===== src/rtl/bdu_pkg.sv =====
package bdu_pkg;
   typedef enum logic [1:0] {
      SRC_RF    = 2'd0,
      SRC_EXMEM = 2'd1,
      SRC_MEMWB = 2'd2
   } fwd_src_e;
endpackage


===== src/rtl/bdu_fwd_pick.sv =====
module bdu_fwd_pick
   import bdu_pkg::*;
#(
   parameter int XLEN = 32,
   parameter int RAW  = 5
) (
   input  logic [RAW-1:0]  rs,
   input  logic [XLEN-1:0] rf_val,
   input  logic            mem_wr,
   input  logic [RAW-1:0]  mem_dst,
   input  logic [XLEN-1:0] mem_val,
   input  logic            wb_wr,
   input  logic [RAW-1:0]  wb_dst,
   input  logic [XLEN-1:0] wb_val,
   output fwd_src_e        sel,
   output logic [XLEN-1:0] opnd
);
   logic live;
   logic hit_mem, hit_wb;

   assign live    = (rs != '0);
   assign hit_mem = live && mem_wr && (mem_dst == rs);
   assign hit_wb  = live && wb_wr  && (wb_dst  == rs);

   // nearer producer wins
   always_comb begin
      if (hit_mem) begin
         sel  = SRC_EXMEM;
         opnd = mem_val;
      end else if (hit_wb) begin
         sel  = SRC_MEMWB;
         opnd = wb_val;
      end else begin
         sel  = SRC_RF;
         opnd = rf_val;
      end
   end
endmodule


===== src/rtl/bdu_eq_cmp.sv =====
module bdu_eq_cmp #(
   parameter int XLEN  = 32,
   parameter int STYLE = 0
) (
   input  logic [XLEN-1:0] a,
   input  logic [XLEN-1:0] b,
   output logic            eq
);
   if (STYLE != 0 && STYLE != 1) begin : g_bad_style
      $error("bdu_eq_cmp: STYLE must be 0 or 1");
   end

   if (STYLE == 0) begin : g_xnor
      logic [XLEN-1:0] same;
      for (genvar i = 0; i < XLEN; i++) begin : g_bit
         assign same[i] = ~(a[i] ^ b[i]);
      end
      assign eq = &same;
   end else begin : g_sub
      logic [XLEN-1:0] diff;
      assign diff = a - b;
      assign eq   = (diff == '0);
   end
endmodule


===== src/rtl/bdu_stall_ctl.sv =====
module bdu_stall_ctl #(
   parameter int RAW         = 5,
   parameter int ALU_EX_HOLD = 1,
   parameter int LD_EX_HOLD  = 2,
   parameter int LD_MEM_HOLD = 1
) (
   input  logic           clk,
   input  logic           rst_n,
   input  logic           is_br,
   input  logic [RAW-1:0] rs,
   input  logic [RAW-1:0] rt,
   input  logic           ex_wr,
   input  logic [RAW-1:0] ex_dst,
   input  logic           ex_ld,
   input  logic           mem_wr,
   input  logic [RAW-1:0] mem_dst,
   input  logic           mem_ld,
   output logic           stall
);
   localparam int MAXH = (LD_EX_HOLD > ALU_EX_HOLD) ?
                         ((LD_EX_HOLD > LD_MEM_HOLD) ? LD_EX_HOLD : LD_MEM_HOLD) :
                         ((ALU_EX_HOLD > LD_MEM_HOLD) ? ALU_EX_HOLD : LD_MEM_HOLD);
   localparam int CW = $clog2(MAXH + 1);

   if (LD_EX_HOLD < LD_MEM_HOLD || LD_EX_HOLD < ALU_EX_HOLD) begin : g_bad_hold
      $error("bdu_stall_ctl: a load in EX must wait at least as long as any other producer");
   end
   if (MAXH < 1) begin : g_bad_max
      $error("bdu_stall_ctl: at least one hold length must be nonzero");
   end

   logic [RAW-1:0] src [2];
   logic [CW-1:0]  need [2];
   logic [CW-1:0]  need_max;
   logic [CW-1:0]  ctr_q, ctr_d;
   logic           fresh;

   assign src[0] = rs;
   assign src[1] = rt;

   for (genvar k = 0; k < 2; k++) begin : g_opnd
      logic in_ex, in_mem;
      assign in_ex  = (src[k] != '0) && ex_wr  && (ex_dst  == src[k]);
      assign in_mem = (src[k] != '0) && mem_wr && (mem_dst == src[k]) && mem_ld;
      always_comb begin
         if (in_ex)       need[k] = ex_ld ? CW'(LD_EX_HOLD) : CW'(ALU_EX_HOLD);
         else if (in_mem) need[k] = CW'(LD_MEM_HOLD);
         else             need[k] = '0;
      end
   end

   assign need_max = (need[0] > need[1]) ? need[0] : need[1];
   assign fresh    = is_br && (ctr_q == '0) && (need_max != '0);
   assign stall    = (ctr_q != '0) || fresh;

   always_comb begin
      if (ctr_q != '0) ctr_d = ctr_q - 1'b1;
      else if (fresh)  ctr_d = need_max - 1'b1;
      else             ctr_d = '0;
   end

   always_ff @(posedge clk) begin
      if (!rst_n) ctr_q <= '0;
      else        ctr_q <= ctr_d;
   end

   // a running countdown steps down by one each cycle
   p_count_down_r6: assert property (@(posedge clk) disable iff (!rst_n)
      (ctr_q != '0) |=> (ctr_q == $past(ctr_q) - 1'b1));

   // a non-branch with no countdown running is never held
   p_nonbr_free_r10: assert property (@(posedge clk) disable iff (!rst_n)
      (!is_br && ctr_q == '0) |-> !stall);

   if (LD_EX_HOLD > 1) begin : g_ld_chk
      // a load in EX feeding the branch keeps it held into the next cycle
      p_ld_ex_two_r6: assert property (@(posedge clk) disable iff (!rst_n)
         (is_br && ctr_q == '0 && ex_wr && ex_ld && ex_dst != '0 &&
          (ex_dst == rs || ex_dst == rt)) |=> stall);
   end
endmodule


===== src/rtl/dec_branch_ctl.sv =====
module dec_branch_ctl
   import bdu_pkg::*;
#(
   parameter int XLEN        = 32,
   parameter int RAW         = 5,
   parameter int IMM_W       = 16,
   parameter int CMP_STYLE   = 0,
   parameter int ALU_EX_HOLD = 1,
   parameter int LD_EX_HOLD  = 2,
   parameter int LD_MEM_HOLD = 1
) (
   input  logic             clk,
   input  logic             rst_n,
   input  logic             id_is_br,
   input  logic [RAW-1:0]   id_rs,
   input  logic [RAW-1:0]   id_rt,
   input  logic [XLEN-1:0]  id_rf_a,
   input  logic [XLEN-1:0]  id_rf_b,
   input  logic [XLEN-1:0]  id_pc4,
   input  logic [IMM_W-1:0] id_imm,
   input  logic             ex_wr,
   input  logic [RAW-1:0]   ex_dst,
   input  logic             ex_ld,
   input  logic             mem_wr,
   input  logic [RAW-1:0]   mem_dst,
   input  logic             mem_ld,
   input  logic [XLEN-1:0]  mem_val,
   input  logic             wb_wr,
   input  logic [RAW-1:0]   wb_dst,
   input  logic [XLEN-1:0]  wb_val,
   output logic             pc_sel,
   output logic [XLEN-1:0]  redirect_pc,
   output logic             stall,
   output logic             flush_if,
   output logic [1:0]       fwd_a,
   output logic [1:0]       fwd_b
);
   localparam int EXT_W = XLEN - IMM_W - 2;

   if (EXT_W < 0) begin : g_bad_imm
      $error("dec_branch_ctl: XLEN must be at least IMM_W + 2");
   end
   if (RAW < 1) begin : g_bad_raw
      $error("dec_branch_ctl: RAW must be positive");
   end

   fwd_src_e        sel [2];
   logic [XLEN-1:0] opv [2];
   logic [RAW-1:0]  reg_no [2];
   logic [XLEN-1:0] rf_v [2];
   logic [XLEN-1:0] byte_off;
   logic            same;
   logic            taken;

   assign reg_no[0] = id_rs;
   assign reg_no[1] = id_rt;
   assign rf_v[0]   = id_rf_a;
   assign rf_v[1]   = id_rf_b;

   for (genvar k = 0; k < 2; k++) begin : g_fwd
      bdu_fwd_pick #(.XLEN(XLEN), .RAW(RAW)) u_pick (
         .rs      (reg_no[k]),
         .rf_val  (rf_v[k]),
         .mem_wr  (mem_wr),
         .mem_dst (mem_dst),
         .mem_val (mem_val),
         .wb_wr   (wb_wr),
         .wb_dst  (wb_dst),
         .wb_val  (wb_val),
         .sel     (sel[k]),
         .opnd    (opv[k])
      );
   end

   bdu_eq_cmp #(.XLEN(XLEN), .STYLE(CMP_STYLE)) u_cmp (
      .a  (opv[0]),
      .b  (opv[1]),
      .eq (same)
   );

   bdu_stall_ctl #(
      .RAW(RAW), .ALU_EX_HOLD(ALU_EX_HOLD),
      .LD_EX_HOLD(LD_EX_HOLD), .LD_MEM_HOLD(LD_MEM_HOLD)
   ) u_stall (
      .clk     (clk),
      .rst_n   (rst_n),
      .is_br   (id_is_br),
      .rs      (id_rs),
      .rt      (id_rt),
      .ex_wr   (ex_wr),
      .ex_dst  (ex_dst),
      .ex_ld   (ex_ld),
      .mem_wr  (mem_wr),
      .mem_dst (mem_dst),
      .mem_ld  (mem_ld),
      .stall   (stall)
   );

   // target formed every cycle; only consumed on a taken branch
   if (EXT_W > 0) begin : g_ext
      assign byte_off = {{EXT_W{id_imm[IMM_W-1]}}, id_imm, 2'b00};
   end else begin : g_noext
      assign byte_off = {id_imm, 2'b00};
   end
   assign redirect_pc = id_pc4 + byte_off;

   assign taken    = id_is_br && !stall && same;
   assign pc_sel   = taken;
   assign flush_if = taken;
   assign fwd_a    = sel[0];
   assign fwd_b    = sel[1];

   // no redirect while the branch is held
   p_hold_no_redir_r10: assert property (@(posedge clk) disable iff (!rst_n)
      stall |-> (!pc_sel && !flush_if));

   // a redirect only comes from a branch in decode
   p_redir_br_r2: assert property (@(posedge clk) disable iff (!rst_n)
      pc_sel |-> id_is_br);

   // source codes stay in the defined set
   p_src_legal_r3: assert property (@(posedge clk) disable iff (!rst_n)
      (fwd_a != 2'd3) && (fwd_b != 2'd3));

   // register 0 is never bypassed
   p_zero_src_r9: assert property (@(posedge clk) disable iff (!rst_n)
      ((id_rs == '0) |-> (fwd_a == 2'd0)) and ((id_rt == '0) |-> (fwd_b == 2'd0)));

   // EX/MEM beats MEM/WB
   p_mem_first_r4: assert property (@(posedge clk) disable iff (!rst_n)
      (mem_wr && id_rs != '0 && mem_dst == id_rs) |-> (fwd_a == 2'd1));
endmodule


===== config.mk =====
export PLATFORM = sky130hd
export DESIGN_NAME = dec_branch_ctl
export DESIGN_NICKNAME = d
export VERILOG_FILES = /design/src/rtl/bdu_pkg.sv /design/src/rtl/bdu_fwd_pick.sv /design/src/rtl/bdu_eq_cmp.sv /design/src/rtl/bdu_stall_ctl.sv /design/src/rtl/dec_branch_ctl.sv
export SDC_FILE = /design/constraint.sdc
export NUM_CORES = 1
export LEC_CHECK = 0
export BUFFER_PORTS_ARGS = -buffer_cell sky130_fd_sc_hd__buf_2
export CAP_MARGIN = 20
export CORE_MARGIN = 5
export CORE_UTILIZATION = 45
export CTS_BUF_LIST = sky130_fd_sc_hd__clkbuf_2
export CTS_CLUSTER_SIZE = 8
export DETAILED_ROUTE_END_ITERATION = 8
export PLACE_DENSITY_LB_ADDON = 0.05
export SETUP_SLACK_MARGIN = 0.02
export SLEW_MARGIN = 20
export SYNTH_ARGS = -nofsm -noshare
export SYNTH_HDL_FRONTEND = slang
export SYNTH_SLANG_ARGS = --single-unit

===== constraint.sdc =====
create_clock -name clk -period 3.55 [get_ports clk]
set_clock_uncertainty 0.05 [all_clocks]
set_input_delay 0.1775 -clock clk [delete_from_list [all_inputs] [get_ports clk]]
set_output_delay 0.1775 -clock clk [all_outputs]
set_load 0.02 [all_outputs]

; ---- Yosys cells after proc, flatten, opt, wreduce, memory -nomap -nowiden
; Cells that the tools add are included.
[classes]
n_mux = 16
eq_ne = 6
bitwise_logic = 64
n_lt_le_gt_ge = 1
addsub = 3
n_reduce_logical = 26
[op_table]
columns = op, count
row1 = two-way mux 32 bit, 4
row2 = adder 32 bit, 1
row3 = inverter 1 bit, 32
row4 = AND reduction 32 bit, 1
row5 = XOR 1 bit, 32
row6 = == test 5 bit, 6
row7 = two-way mux 2 bit, 10
row8 = logical AND 1 bit, 18
row9 = nonzero test 5 bit, 2
row10 = nonzero test 2 bit, 2
row11 = subtractor 2 x 1 -> 2 bit (second input constant), 2
row12 = greater-than comparator 2 bit, 1
row13 = logical NOT 2 bit, 1
row14 = two-way mux 1 bit, 2
row15 = logical NOT 1 bit, 1
row16 = logical OR 1 bit, 1
[word_totals]
ff_bits = 2
inputBits = 209
output_inout_bits = 39

; ---- Logic depth before layout (Yosys ltp)
[logic_depth]
ltp_word = 14
mapped_depth = 18
ltp_nobuf = 17

; ---- Modules after synthesis
; From an unflattened synthesis, not the netlist that was laid out.
[hier_totals]
hier_cells = 708
area_unflattened_um2 = 4689.5
[by_module_without_submodules]
columns = mod, cells_each, instances, area_each_um2
row1 = bdu_fwd_pick, 172, 2, 991.0
row2 = dec_branch_ctl, 257, 1, 1841.8
row3 = bdu_stall_ctl, 64, 1, 519.2
row4 = bdu_eq_cmp, 43, 1, 346.6

; ---- Least setup slack after synthesis
; Ideal clock, no wire load.
[synth_path]
kind = in2out
start = in id_rs[1]
end = out pc_sel
cell_stages = 18
required_ns = 3.322
slack_ns = 0.296
arrival_time_ns = 3.027
cell_sequence = or4_4 > nor2_4 > nor4_2 > buf_2 > nand2_1 > mux2_2 > ha_1 > inv_1 > a21oi_1 > a21oi_1 > nor2_1 > a21o_1 > ha_1 > nand3_1 > nor4_2 > nand3_1 > nor3_2 > buf_4
[synth_via]
elab_chain_len = 14
elab_cells_between_ends = 88
[synth_lines]
columns = element, line_no
row1 = "start, declared", dec_branch_ctl.sv:15  ; input logic [RAW-1:0] id_rs,
row2 = nonzero test 5 bit, "bdu_fwd_pick.sv:21, bdu_stall_ctl.sv:43, bdu_stall_ctl.sv:44"
row3 = logical AND 1 bit (2 in series), "bdu_fwd_pick.sv:22, bdu_stall_ctl.sv:44"
row4 = logical AND 1 bit, bdu_stall_ctl.sv:44  ; assign in_mem = (src[k] != '0) && mem_wr && (mem_dst == src[k]) && mem_ld;
row5 = two-way mux 1 bit, bdu_stall_ctl.sv:47  ; else if (in_mem) need[k] = CW'(LD_MEM_HOLD);
row6 = two-way mux 2 bit, bdu_stall_ctl.sv:46  ; if (in_ex) need[k] = ex_ld ? CW'(LD_EX_HOLD) : CW'(ALU_EX_HOLD);
row7 = greater-than comparator 2 bit, bdu_stall_ctl.sv:52  ; assign need_max = (need[0] > need[1]) ? need[0] : need[1];
row8 = two-way mux 2 bit, bdu_stall_ctl.sv:52
row9 = nonzero test 2 bit, bdu_stall_ctl.sv:53  ; assign fresh = is_br && (ctr_q == '0) && (need_max != '0);
row10 = logical AND 1 bit, bdu_stall_ctl.sv:53
row11 = logical OR 1 bit, bdu_stall_ctl.sv:54  ; assign stall = (ctr_q != '0) || fresh;
row12 = logical NOT 1 bit, dec_branch_ctl.sv:107  ; assign taken = id_is_br && !stall && same;
row13 = logical AND 1 bit, dec_branch_ctl.sv:107
row14 = logical AND 1 bit *, dec_branch_ctl.sv:107
row15 = "end, declared", dec_branch_ctl.sv:31  ; output logic pc_sel,
; Every way passes the cells marked *; elsewhere a longest branch is shown, timed or not.

; ---- Worst setup path after layout
[layout_path]
start = in id_rs[2]
end = out flush_if
[layout_via]
elab_chain_len = 14
elab_cells_between_ends = 88
[layout_lines]
columns = element, line_no
row1 = nonzero test 5 bit, "bdu_fwd_pick.sv:21, bdu_stall_ctl.sv:43, bdu_stall_ctl.sv:44"
row2 = logical AND 1 bit (2 in series), "bdu_fwd_pick.sv:22, bdu_stall_ctl.sv:44"
row3 = logical AND 1 bit, bdu_stall_ctl.sv:44
row4 = two-way mux 1 bit, bdu_stall_ctl.sv:47
row5 = two-way mux 2 bit, bdu_stall_ctl.sv:46
row6 = greater-than comparator 2 bit, bdu_stall_ctl.sv:52
row7 = two-way mux 2 bit, bdu_stall_ctl.sv:52
row8 = nonzero test 2 bit, bdu_stall_ctl.sv:53
row9 = logical AND 1 bit, bdu_stall_ctl.sv:53
row10 = logical OR 1 bit, bdu_stall_ctl.sv:54
row11 = logical NOT 1 bit, dec_branch_ctl.sv:107
row12 = logical AND 1 bit, dec_branch_ctl.sv:107
row13 = logical AND 1 bit *, dec_branch_ctl.sv:107
row14 = "end, declared", dec_branch_ctl.sv:34  ; output logic flush_if,
; Marked as above.

==> metrics <==
status=finished clean; Post-synth ARST share=0%; main combinational cell family by area after synthesis=compound AO/OA/AOI/OAI gates; via count=4554; Post-Synth Adder-Cell Area=11.4%; gp weighted congestion=0.925; most frequent cells in the layout=buf_2 (241), nand2_1 (78), mux2i_1 (65); RSZ-0062 raised after global routing=false; clk sinks=2; first-pass GRT wire length=20100 um; Mapped Area=3810 um^2; drt first-iter violations=121; cell area power density=164 nW/um^2; P&R area growth vs syn=33.9%; Post-layout nets=1004; Synth top area share=17.1%; clock buffer depth=2; nature of the critical path endpoint=output port; Routed WL per cell=14.9 um; Critical Path Start Type=input port; worst setup margin=0.353 ns; maxcap violations=0; DR DRC count=0; number of synthesized register bits=2; largest registers=u_stall.ctr_q x2; Top FF cell, synth=dfxtp_1; dpl cell area=5060 um^2; die area=10400 um^2; Critical Path Most Common Cell=buf_4; gr usage total=23.2%; final instance area=5110 um^2; Post-DP HPWL=11200 um; IO Port Bufs=243; worst-margin pin slew=0.583 ns; Final Power=0.838 mW; hold crit path type=input port to register; Critical Setup Path Class=input port to output port; Routed Antenna Nets=0; Final Max Slew Viols=0; CTS Buf Count=3; initial core utilization=46.4%; vias in the first global route=4543; mux cell area share after synthesis=17.4%; Synth Area in Simple Gates=22.0%; Worst Path Max Fanout=24; H-tree Lvls=1; CP startpoint=id_rs[2]; CP max-delay cell=buf_4; Clk Tree Root Cell=clkbuf_2; first-pass iteration count of the detailed router=5; die height=102 um; fin crit share=90.0%; final wirelength=12900 um; post-synth net total=773; max reg flops=2; total congestion overflow=0; share of cells above drive strength 1=36.2%; Syn Area/Cell=7.19 um^2; largest net degree at the start of global routing=67; CTS tree=yes; Synth area leaders=mux2i_1 (17%), xor2_1 (12%), ha_1 (11%); Synth Area in Compound Gates=22.2%; setup violators final=0; sequential-to-total area share from yosys stat=1.05%; boundary pin count=248; worst-path cell chain=buf_2 -> or4_4 -> nor2_4 -> buf_4 -> buf_4 -> nor4_4 -> buf_4 -> mux2i_1 -> o21ai_0 -> xor2_1 -> nor4_2 -> nand3_1 -> nor3_2 -> buf_4; antenna violations before repair=1; worst skew pair latency=0.20 ns; number of cell rows=33; Ys Warns=0; most common cell after layout, fill and taps aside=buf_2; FF-to-FF Start=u_stall.ctr_q[0]; Critical Path AT=2.97 ns; dominant cell type by area after synthesis=mux2i_1; DP Worst Slack=0.160 ns; Cell variety after synth=54; Peak VDD IR=0.000143 V; fin crit period=3.20 ns; Post-Route Setup TNS=0 ns; Reg with most FFs=u_stall.ctr_q; DR vias/cell=5.26; Die X=102 um; critical path data required time=3.32 ns; crit-path max cell delay=0.42 ns; Reg clk slew, reported paths=0.03 ns; Hold WS=0.179 ns; core area=8220 um^2; Hold Buf Count CTS=0; beginning of the worst hold path=rst_n; Synth Area in XOR/XNOR=20.0%; Hold Vio Cnt, Final=0; Syn Inst Count=530; Highest Clock Rate=0.313 GHz; Slew Limit Headroom=61.1%; Pleak=2.27 nW; Post-synth EDFFs=0
## final timing paths
kind                            slack, ns          endpoint  cells past startpoint
worst max-delay path                 0.35          flush_if                     14
worst min-delay path                 0.18  u_stall.ctr_q[1]                      2
worst max register to register       2.65  u_stall.ctr_q[1]                      3
worst min register to register       0.43  u_stall.ctr_q[0]                      1
## cell type report
class,count,area [um^2]
antenna,1,2.50
sequential,2,40.0
clock buffer,3,15.0
timing repair buffer,251,1290
inverter,16,60.1
fill,835,3110
multi-input combinational,487,3560
tap,105,131
## critical path, delay by kind of cell
kind	cells	cell delay, ns
AOI/OAI and AO/OA	1	0.11
buffers and inverters	5	1.01
and+or+nand+nor	6	1.22
muxes	1	0.23
xor gates and xnor gates	1	0.21
## cells by family after synthesis
kind of cell,count (synthesis)
and+or+nand+nor,162
AOI/OAI and AO/OA,138
xor gates and xnor gates,87
muxes,66
buffers and inverters,41
adders and majority gates,34
DFF,2
## layer usage
metal	wire length (um)	GRT usage (%)	vias up	share of wire, %
met5	0	0	-	0
met4	225	5.35	0	1.7
met3	1200	4.64	16	9.3
met2	6470	43.5	166	50
met1	5000	27.0	2004	39
li1	-	-	2368	-
## per-stage QoR
step,instances,util (%)
after global routing,865,62.1
after detailed placement,859,61.6
final,865,62.1
after CTS,862,61.8
after global placement,859,61.6
after floorplan,530,-
## what timing repair did
action,CTS,global route
endpoints found under the setup margin,0,2
resized for setup,0,3
buffers inserted,0,2
## cell usage after synthesis (all sizes together) (2+ instances only)
cell	count
nand2b	3
clkbuf	4
a211o	2
dfxtp	2
nor2b	5
o21ai	77
nor3	4
nand3	10
a21oi	21
or4	2
buf	21
a311oi	2
nor3b	2
a2111o	2
a21o	8
mux2i	65
a211oi	8
ha	33
o21a	5
and2	5
o21bai	2
and3	3
nor4	15
xnor2	36
a31oi	2
nand2	78
o31ai	4
nand4	10
inv	16
xor2	51
nor2	22
## where the power goes
part	switching, mW	internal, mW
registers	0.000810	0.0234
logic	0.434	0.342
clock network	0.0151	0.0225
total	0.450	0.388
No activity file was read; power rests on OpenSTA's default activity.
